[config.mk]
export PLATFORM = sky130hd
export DESIGN_NAME = ir_pulse_encoder
export DESIGN_NICKNAME = d
export VERILOG_FILES = /design/src/rtl/irenc_pkg.sv /design/src/rtl/irenc_ctrl.sv /design/src/rtl/irenc_datapath.sv /design/src/rtl/ir_pulse_encoder.sv
export SDC_FILE = /design/constraint.sdc
export NUM_CORES = 1
export LEC_CHECK = 0
export CORE_ASPECT_RATIO = 1.75
export CORE_MARGIN = 3
export CORE_UTILIZATION = 52
export DETAILED_ROUTE_END_ITERATION = 8
export PLACE_DENSITY = 0.84
export SLEW_MARGIN = 20
export SYNTH_ARGS = -nofsm -noshare
export SYNTH_HDL_FRONTEND = slang
export SYNTH_SLANG_ARGS = --single-unit
[constraint.sdc]
create_clock -name clk -period 3.2 [get_ports clk]
set_input_delay 0.64 -clock clk [delete_from_list [all_inputs] [get_ports clk]]
set_output_delay 0.64 -clock clk [all_outputs]
set_load 0.05 [all_outputs]
[src/rtl/irenc_pkg.sv]
package irenc_pkg;
  // Strobes from the control section to the pulse datapath
  typedef struct packed {
    logic start;     // begin a pulse this edge
    logic useTicks;  // pulse timed in 16x enables rather than clocks
    logic tickEnd;   // enable that closes a default-width pulse
    logic cellEnd;   // bit boundary
    logic halt;      // error flag holds the output low
  } irStrb_t;
endpackage

[src/rtl/irenc_ctrl.sv]
module irenc_ctrl
  import irenc_pkg::*;
#(
  parameter int TICKS_PER_BIT = 16,
  parameter int DEF_TICKS     = 3,
  parameter int PW_W          = 8
) (
  input  logic            clk,
  input  logic            rstN,
  input  logic            tick16,
  input  logic            txData,
  input  logic            pwWrEn,
  input  logic [PW_W-1:0] pwWrData,
  output irStrb_t         strb,
  output logic [PW_W-1:0] width,
  output logic            cfgErr
);
  localparam int PH_W  = $clog2(TICKS_PER_BIT);
  localparam int LEN_W = PW_W + 1;
  localparam logic [PH_W-1:0] LAST_PH = PH_W'(TICKS_PER_BIT - 1);
  localparam logic [PH_W-1:0] END_PH  = PH_W'(DEF_TICKS - 1);

  logic [PH_W-1:0]  phase;
  logic [LEN_W-1:0] lenCnt, cellLen;
  logic [PW_W-1:0]  pwPend, nextPw;
  logic             bnd, overLimit, errFlag, errNext;

  always_comb begin
    bnd       = tick16 && (phase == LAST_PH);
    // a write in the boundary cycle is forwarded to that boundary
    nextPw    = pwWrEn ? pwWrData : pwPend;
    cellLen   = (&lenCnt) ? lenCnt : lenCnt + 1'b1;
    overLimit = (nextPw != '0) && ({1'b0, nextPw} >= cellLen);
    // set at a boundary wins over the clear from a write
    errNext   = (bnd && overLimit) || (errFlag && !pwWrEn);
    strb.start    = bnd && !txData && !errNext;
    strb.useTicks = (nextPw == '0);
    strb.tickEnd  = tick16 && (phase == END_PH);
    strb.cellEnd  = bnd;
    strb.halt     = errFlag;
    width  = nextPw;
    cfgErr = errFlag;
  end

  always_ff @(posedge clk or negedge rstN) begin
    if (!rstN) begin
      phase   <= '0;
      lenCnt  <= '0;
      pwPend  <= '0;
      errFlag <= 1'b0;
    end else begin
      if (tick16) phase <= bnd ? '0 : phase + 1'b1;
      lenCnt  <= bnd ? '0 : cellLen;
      if (pwWrEn) pwPend <= pwWrData;
      errFlag <= errNext;
    end
  end
endmodule

[src/rtl/irenc_datapath.sv]
module irenc_datapath
  import irenc_pkg::*;
#(
  parameter int PW_W = 8
) (
  input  logic            clk,
  input  logic            rstN,
  input  irStrb_t         strb,
  input  logic [PW_W-1:0] width,
  output logic            irOut
);
  logic [PW_W-1:0] cnt;
  logic            tickMode;

  always_ff @(posedge clk or negedge rstN) begin
    if (!rstN) begin
      irOut    <= 1'b0;
      cnt      <= '0;
      tickMode <= 1'b0;
    end else if (strb.start) begin
      irOut    <= 1'b1;
      tickMode <= strb.useTicks;
      cnt      <= width;
    end else if (strb.cellEnd || strb.halt) begin
      irOut <= 1'b0;
    end else if (irOut) begin
      if (tickMode) begin
        if (strb.tickEnd) irOut <= 1'b0;
      end else begin
        if (cnt == PW_W'(1)) irOut <= 1'b0;
        cnt <= cnt - 1'b1;
      end
    end
  end
endmodule

[src/rtl/ir_pulse_encoder.sv]
module ir_pulse_encoder
  import irenc_pkg::*;
#(
  parameter int TICKS_PER_BIT = 16,
  parameter int DEF_TICKS     = 3,
  parameter int PW_W          = 8
) (
  input  logic            clk,
  input  logic            rstN,
  input  logic            tick16,
  input  logic            txData,
  input  logic            pwWrEn,
  input  logic [PW_W-1:0] pwWrData,
  output logic            irOut,
  output logic            cfgErr
);
  irStrb_t         strb;
  logic [PW_W-1:0] width;

  irenc_ctrl #(
    .TICKS_PER_BIT(TICKS_PER_BIT),
    .DEF_TICKS    (DEF_TICKS),
    .PW_W         (PW_W)
  ) ctrl_i (
    .clk     (clk),
    .rstN    (rstN),
    .tick16  (tick16),
    .txData  (txData),
    .pwWrEn  (pwWrEn),
    .pwWrData(pwWrData),
    .strb    (strb),
    .width   (width),
    .cfgErr  (cfgErr)
  );

  irenc_datapath #(.PW_W(PW_W)) dp_i (
    .clk  (clk),
    .rstN (rstN),
    .strb (strb),
    .width(width),
    .irOut(irOut)
  );
endmodule

==> out/qor.txt, run 1 <==
Outcome - completed
Antenna-violating nets left - 0
Hold slack - 507.2 ps
Clock Tree Buf Depth - 2
Period utilization - 0.9679
# nets final - 231
Mapped Area - 1869 µm²
DRC violations left - 0
Root buffer cell - clkbuf_8
P per Cell Area - 803.9 nW/µm²
Routed WL - 4270 µm
Post-synth EDFFs - 0
Hold Path Class - reg2reg
Fin worst setup slack - 102.6 ps
Seq/Total Area, Yosys - 0.4284
Final Hold Viols - 0
CP required - 3360 ps
Total GRT Usage - 0.2215
Clk slew on worst S/H paths - 60 ps
Layout cells sized above 1 - 0.2330
First-pass GRT wire length - 7127 µm
Max-cap violations - 0
TNS Setup - 0 ps
Final clock skew - 5.187 ps
Placed instance area - 2182 µm²
Top delay family on crit path - compound AO/OA/AOI/OAI gates
Worst setup EP type - flip-flop
TritonCTS clock tree - built
Initial core utilization - 0.5445
Synth top area share - 0.4284
Buf/Inv on CP - 0
Vert. Die Dim - 85.32 µm
Top post-synthesis cells by area - dfrtp_1 (43%), ha_1 (8.7%), mux2i_1 (5.9%)
Initial antenna violation count - 0
Hold bufs inserted after CTS - 0
Final Cell Area - 2335 µm²
CP max-delay cell - dfrtp_1
CP startpoint kind - flip-flop
Clock sinks - 32
Max Freq - 322.9 MHz
Critical Path AT - 3260 ps
Avg Cell Area, Syn - 11.06 µm²
Final slew viol count - 0
Vias in the first global route - 1580
Count leader, synth - dfrtp_1
Mapped Nets - 195
Antenna Cells - 0
WL/cell - 17.01 µm
Largest stage delay, worst path - 420 ps
Largest net degree at the start of global routing - 33
Post-synth top flop - dfrtp_1
Yosys Warn Count - 0
H-Tree Depth - 2
Leak - 1.038 nW
Worst-path maximum fanout - 6
Number of port buffers - 14
Drt first-iter violations - 27
P&R area growth vs syn - 24.90%
Placer Congestion - 0.8680
Asr flop ratio synth - 1.000
DR vias/cell - 5.733
Pre-CTS setup slack - -103.0 ps
Synth Instances - 169
DP HPWL - 3333 µm
Total global routing overflow - 0
Worst setup path class - reg2reg
CP Cell Sequence - ha_4, and4_4, a211oi_4, and3_4, xnor2_2, ha_1, and3_1, a221oi_2, o21ai_4, a21oi_4, mux2_4
Rel. slew slack - 0.6696
Via count - 1439
Die Area - 4378 µm²
Die Width - 51.32 µm
Yosys reg bits - 32
Row count - 28
Final setup violation count - 0
Netlist cell types - 45
I/O pin cnt - 15
Total core area - 3433 µm²
Inserted Clock Buffers - 5
TritonRoute pass-1 iters - 4
Tightest Pin Transition - 494.1 ps
VDD IR max - 0.5233 mV
Clock Latency Late Sink - 280 ps
Commonest cells in the netlist - dfrtp_1 (32), ha_1 (13), nor2_1 (12)
Minimum clock period - 3097 ps
Dominant cell type by area after synthesis - dfrtp_1
## what timing repair did
action                     4_1_cts  5_1_grt
resized for setup                2        8
pin swaps                        3        5
setup buffers                    0        2
setup endpoints to repair        8        9
## kinds of logic (layout without fill, tap and decap cells)
logic type,after synthesis,after routing,share of synthesized area
xor+xnor,13,13,0.06091
compound gates,25,25,0.1064
mux,19,19,0.1185
flops,32,32,0.4284
fa+ha+maj,13,13,0.08702
buf+inv,14,51,0.04418
simple gates,53,53,0.1546
## routing by layer
layer  GRT usage  vias to the layer above  wire length (µm)
met3     0.04745                       16               123
met5           0                        -                 0
li1            -                      677                 -
met2      0.4019                       30              2399
met4      0.1337                        0               183
met1      0.2212                      716              1563
## state kept, by name, summed over array words and instances, names as in the netlist
name	flops
dp_i.irOut	1
ctrl_i.lenCnt	9
dp_i.tickMode	1
ctrl_i.cfgErr	1
ctrl_i.phase	4
ctrl_i.pwPend	8
dp_i.cnt	8
## worst register-to-register path, stage by stage, from the launching register on
cell,delay (ps)
dfrtp_1,420
ha_4,200
and4_4,230
a211oi_4,260
and3_4,230
xnor2_2,130
ha_1,270
and3_1,210
a221oi_2,310
o21ai_4,110
a21oi_4,280
mux2_4,330
## path summary, 6_finish.rpt
check,from,end,slack [ps],cells after the start
setup / recovery,ctrl_i.lenCnt[1],dp_i.cnt[2],100,11
hold / removal,ctrl_i.pwPend[3],ctrl_i.pwPend[3],510,2
setup reg to reg,ctrl_i.lenCnt[1],dp_i.cnt[2],100,11
hold reg to reg,ctrl_i.pwPend[3],ctrl_i.pwPend[3],510,2
max in group asynchronous,rstN,dp_i.cnt[5],2150,2
min in group asynchronous,rstN,ctrl_i.phase[2],750,2
## area by class of cell
type | count | area [µm²]
fillers | 261 | 1099
multi-input cells | 123 | 1037
well taps | 45 | 56.30
repair buffers | 32 | 295.3
inverters | 11 | 55.05
flip-flops and latches | 32 | 800.8
clock buffers | 8 | 90.09
## placed cells by master (no fill, tap or decap), drive strengths merged, types with 2 or more instances in the layout
master | synthesis | layout
nor2 | 13 | 13
dfrtp | 32 | 32
and3 | 4 | 4
xor2 | 4 | 4
o21ai | 6 | 6
clkbuf | 0 | 8
xnor2 | 9 | 9
nand2 | 10 | 10
nor4 | 2 | 2
a211oi | 3 | 3
buf | 3 | 18
mux2i | 12 | 12
nand3 | 9 | 9
ha | 13 | 13
and4 | 4 | 4
o22ai | 2 | 2
inv | 10 | 10
mux2 | 7 | 7
a21oi | 6 | 6
a21o | 3 | 3
nand4 | 4 | 4
clkdlybuf4s50 | 0 | 14
## per-stage QoR
step / utilization / power, mW / cells
after floorplan: - / 1.229 / 169
after global placement: 0.6356 / 1.436 / 241
after detailed placement: 0.6356 / 1.500 / 241
after CTS: 0.6629 / 1.831 / 249
after global routing: 0.6800 / 2.001 / 251
final: 0.6800 / 1.877 / 251
## power breakdown
group	internal, mW	switching (mW)	leakage (nW)
Sequential	0.552	0.172	0.388
Clock	0.175	0.144	0.0455
Combinational	0.419	0.416	0.605
Total	1.15	0.731	1.04
Note: power is estimated with default switching activity, not from simulation.
==> inputs of run 2 (changes only) <==
--- a/config.mk
+++ b/config.mk
@@ -10,7 +10,6 @@
 export CORE_UTILIZATION = 52
 export DETAILED_ROUTE_END_ITERATION = 8
 export PLACE_DENSITY = 0.84
-export SLEW_MARGIN = 20
 export SYNTH_ARGS = -nofsm -noshare
 export SYNTH_HDL_FRONTEND = slang
 export SYNTH_SLANG_ARGS = --single-unit
==> results of run 2 <==
Final layout, timing and power as in run 1 (identical DEF).
==> inputs of run 3 (changes only) <==
--- a/config.mk
+++ b/config.mk
@@ -5,6 +5,7 @@
 export SDC_FILE = /design/constraint.sdc
 export NUM_CORES = 1
 export LEC_CHECK = 0
+export ABC_AREA = 1
 export CORE_ASPECT_RATIO = 1.75
 export CORE_MARGIN = 3
 export CORE_UTILIZATION = 52
==> out/qor.txt, run 3 <==
Outcome - completed (unchanged)
Max FFs per register - 9 (unchanged)
VDD IR max - 0.4172 mV (was 0.5233 mV)
Period utilization - 0.8986 (was 0.9679)
Drt first-iter violations - 72 (was 27)
Root buffer cell - clkbuf_8 (unchanged)
Hold Path Class - reg2reg (unchanged)
Routed WL - 4567 µm (was 4270 µm)
H-Tree Depth - 2 (unchanged)
Final Hold Viols - 0 (unchanged)
Vias in the first global route - 1801 (was 1580)
Antenna Cells - 0 (unchanged)
Post-synth top flop - dfrtp_1 (unchanged)
Tightest Pin Transition - 625.8 ps (was 494.1 ps)
Post-synth EDFFs - 0 (unchanged)
Worst setup EP type - flip-flop (unchanged)
Commonest cells in the netlist - nand2_1 (70), inv_1 (44), dfrtp_1 (32) (was dfrtp_1 (32), ha_1 (13), nor2_1 (12))
Count leader, synth - nand2_1 (was dfrtp_1)
Number of port buffers - 14 (unchanged)
Total core area - 3665 µm² (was 3433 µm²)
RSZ-0062 raised after global routing - no
TNS Setup - 0 ps (unchanged)
Setup Buffers After CTS - 0 (unchanged)
Biggest regs - ctrl_i.lenCnt (9), ctrl_i.pwPend (8), dp_i.cnt (8) (unchanged)
Commonest non-fill, non-tap cell in the layout - nand2_1 (was dfrtp_1)
Largest reg by FF count - ctrl_i.lenCnt (unchanged)
Avg Cell Area, Syn - 7.603 µm² (was 11.06 µm²)
Clock sinks - 32 (unchanged)
CP startpoint kind - primary input (was flip-flop)
DP HPWL - 3437 µm (was 3333 µm)
Final non-filler cell total - 334 (was 251)
Die Area - 4638 µm² (was 4378 µm²)
Initial antenna violation count - 0 (unchanged)
Mapped Area - 1992 µm² (was 1869 µm²)
Placer Congestion - 0.8896 (was 0.8680)
Finished Core Util - 0.6429 (was 0.6800)
Top delay family on crit path - simple AND/OR/NAND/NOR gates (was compound AO/OA/AOI/OAI gates)
Worst path most repeated cell - nand2_1
DRC violations left - 0 (unchanged)
# nets final - 313 (was 231)
Max Freq - 347.8 MHz (was 322.9 MHz)
First-pass GRT wire length - 7700 µm (was 7127 µm)
Asr flop ratio synth - 1.000 (unchanged)
Final setup violation count - 0 (unchanged)
P per Cell Area - 755.8 nW/µm² (was 803.9 nW/µm²)
Worst setup path class - in2reg (was reg2reg)
Clk slew on worst S/H paths - 70 ps (was 60 ps)
Initial core utilization - 0.5435 (was 0.5445)
Final clock skew - 7.886 ps (was 5.187 ps)
P&R area growth vs syn - 18.28% (was 24.90%)
Synth top area share - 0.4020 (was 0.4284)
Clock Latency Late Sink - 290 ps (was 280 ps)
Row count - 29 (was 28)
Largest stage delay, worst path - 620 ps (was 420 ps)
Largest net degree at the start of global routing - 33 (unchanged)
Clock Tree Buf Depth - 2 (unchanged)
Final slew viol count - 0 (unchanged)
Critical Path AT - 3050 ps (was 3260 ps)
Worst-path maximum fanout - 11 (was 6)
I/O pin cnt - 15 (unchanged)
Buf/Inv on CP - 5 (was 0)
TritonRoute pass-1 iters - 4 (unchanged)
Rel. slew slack - 0.5823 (was 0.6696)
Seq/Total Area, Yosys - 0.4020 (was 0.4284)
Leak - 1.217 nW (was 1.038 nW)
Yosys Warn Count - 0 (unchanged)
Yosys reg bits - 32 (unchanged)
Max-cap violations - 0 (unchanged)
Netlist cell types - 29 (was 45)
DR vias/cell - 5.189 (was 5.733)
Dominant cell type by area after synthesis - dfrtp_1 (unchanged)
CP max-delay cell - clkdlybuf4s50_1 (was dfrtp_1)
Minimum clock period - 2876 ps (was 3097 ps)
Total global routing overflow - 0 (unchanged)
Antenna-violating nets left - 0 (unchanged)
WL/cell - 13.67 µm (was 17.01 µm)
Vert. Die Dim - 87.88 µm (was 85.32 µm)
Layout cells sized above 1 - 0.1215 (was 0.2330)
Hold slack - 503.4 ps (was 507.2 ps)
Die Width - 52.79 µm (was 51.32 µm)
Top post-synthesis cells by area - dfrtp_1 (40%), nand2_1 (13%), inv_1 (8.3%) (was dfrtp_1 (43%), ha_1 (8.7%), mux2i_1 (5.9%))
Inserted Clock Buffers - 5 (unchanged)
CP Cell Sequence - clkdlybuf4s50_1, inv_4, nand2_1, and2_1, inv_1, ha_1, nand2_1, inv_1, nand2_1, nand3_1, nand2_1, nand2_1, nand2_1, nand2_2, nand2_8, nand3_4, nand2_1, nand2_1, nand2_1, inv_1 (was ha_4, and4_4, a211oi_4, and3_4, xnor2_2, ha_1, and3_1, a221oi_2, o21ai_4, a21oi_4, mux2_4)
CP required - 3380 ps (was 3360 ps)
Mapped Nets - 288 (was 195)
TritonCTS clock tree - built (unchanged)
Via count - 1733 (was 1439)
Commonest non-fill, non-tap cells in the layout - nand2_1 (68), inv_1 (44), dfrtp_1 (32), nand3_1 (23), nor2_1 (18) (was dfrtp_1 (32), buf_4 (15), clkdlybuf4s50_1 (14), nor2_1 (12), ha_1 (12))
Cell total after placement - 324 (was 241)
Total GRT Usage - 0.2280 (was 0.2215)
Synth Instances - 262 (was 169)
run 3: cell count changes after synthesis, sizes merged, moves of 7 or more:
cell   delta
xnor2     -8
mux2      -7
nand2    +62
nor3      +7
inv      +38
mux2i    -11
nor2      +9
nand3    +16
run 3: cell families (layout without fill, tap and decap cells):
family | count (synthesis) | in the layout | share of synthesized area
buffers and inverters | 52 | 76 | 0.1093
xor gates and xnor gates | 6 | 6 | 0.02638
DFF | 32 | 32 | 0.4020
AOI/OAI and AO/OA | 17 | 17 | 0.04711
and+or+nand+nor | 141 | 143 | 0.3285
muxes | 1 | 1 | 0.005025
adders and majority gates | 13 | 13 | 0.08166
run 3: layout make-up:
cell class              count  area, µm²
well taps                  46      57.56
repair buffers             20      185.2
clock inverters             2      10.01
inverters                  48      182.7
flip-flops and latches     32      800.8
fillers                   311       1309
clock buffers               6      82.58
multi-input cells         180       1037
run 3: path summary, 6_finish.rpt:
check / endpoint / startpoint / cells after the start / slack, ps
worst max-delay path: dp_i.cnt[5] / pwWrEn / 20 / 320
worst min-delay path: ctrl_i.phase[3] / ctrl_i.phase[3] / 1 / 500
worst max register to register: dp_i.cnt[4] / ctrl_i.lenCnt[0] / 23 / 350
worst min register to register: ctrl_i.phase[3] / ctrl_i.phase[3] / 1 / 500
max in group asynchronous: ctrl_i.phase[0] / rstN / 2 / 2150
min in group asynchronous: ctrl_i.pwPend[7] / rstN / 2 / 750
run 3: routing by layer:
layer  wire length (µm)  up-vias  global-route usage
li1                   -      879                   -
met1               1645      786              0.2276
met2               2501       44              0.4038
met3                161       24             0.05111
met4                258        0              0.1535
met5                  0        -                   0
run 3: stage by stage:
step,instance area [µm²],worst slack [ps],total power [mW]
after floorplan,1992,429.3,1.229
after global placement,2200,104.3,1.376
final,2356,324.4,1.781
after global routing,2356,33.85,1.958
after CTS,2292,5.725,1.755
after detailed placement,2200,-22.23,1.429
run 3: what timing repair did:
| action | CTS | global route |
|---|---|---|
| hold buffers | 0 | 0 |
| endpoints found under the setup margin | 0 | 10 |
| resized for setup | 0 | 9 |
run 3: power breakdown:
| part | switching (mW) | internal, mW | total, mW |
|---|---|---|---|
| Clock | 0.146 | 0.171 | 0.317 |
| Combinational | 0.509 | 0.296 | 0.805 |
| Sequential | 0.103 | 0.555 | 0.658 |
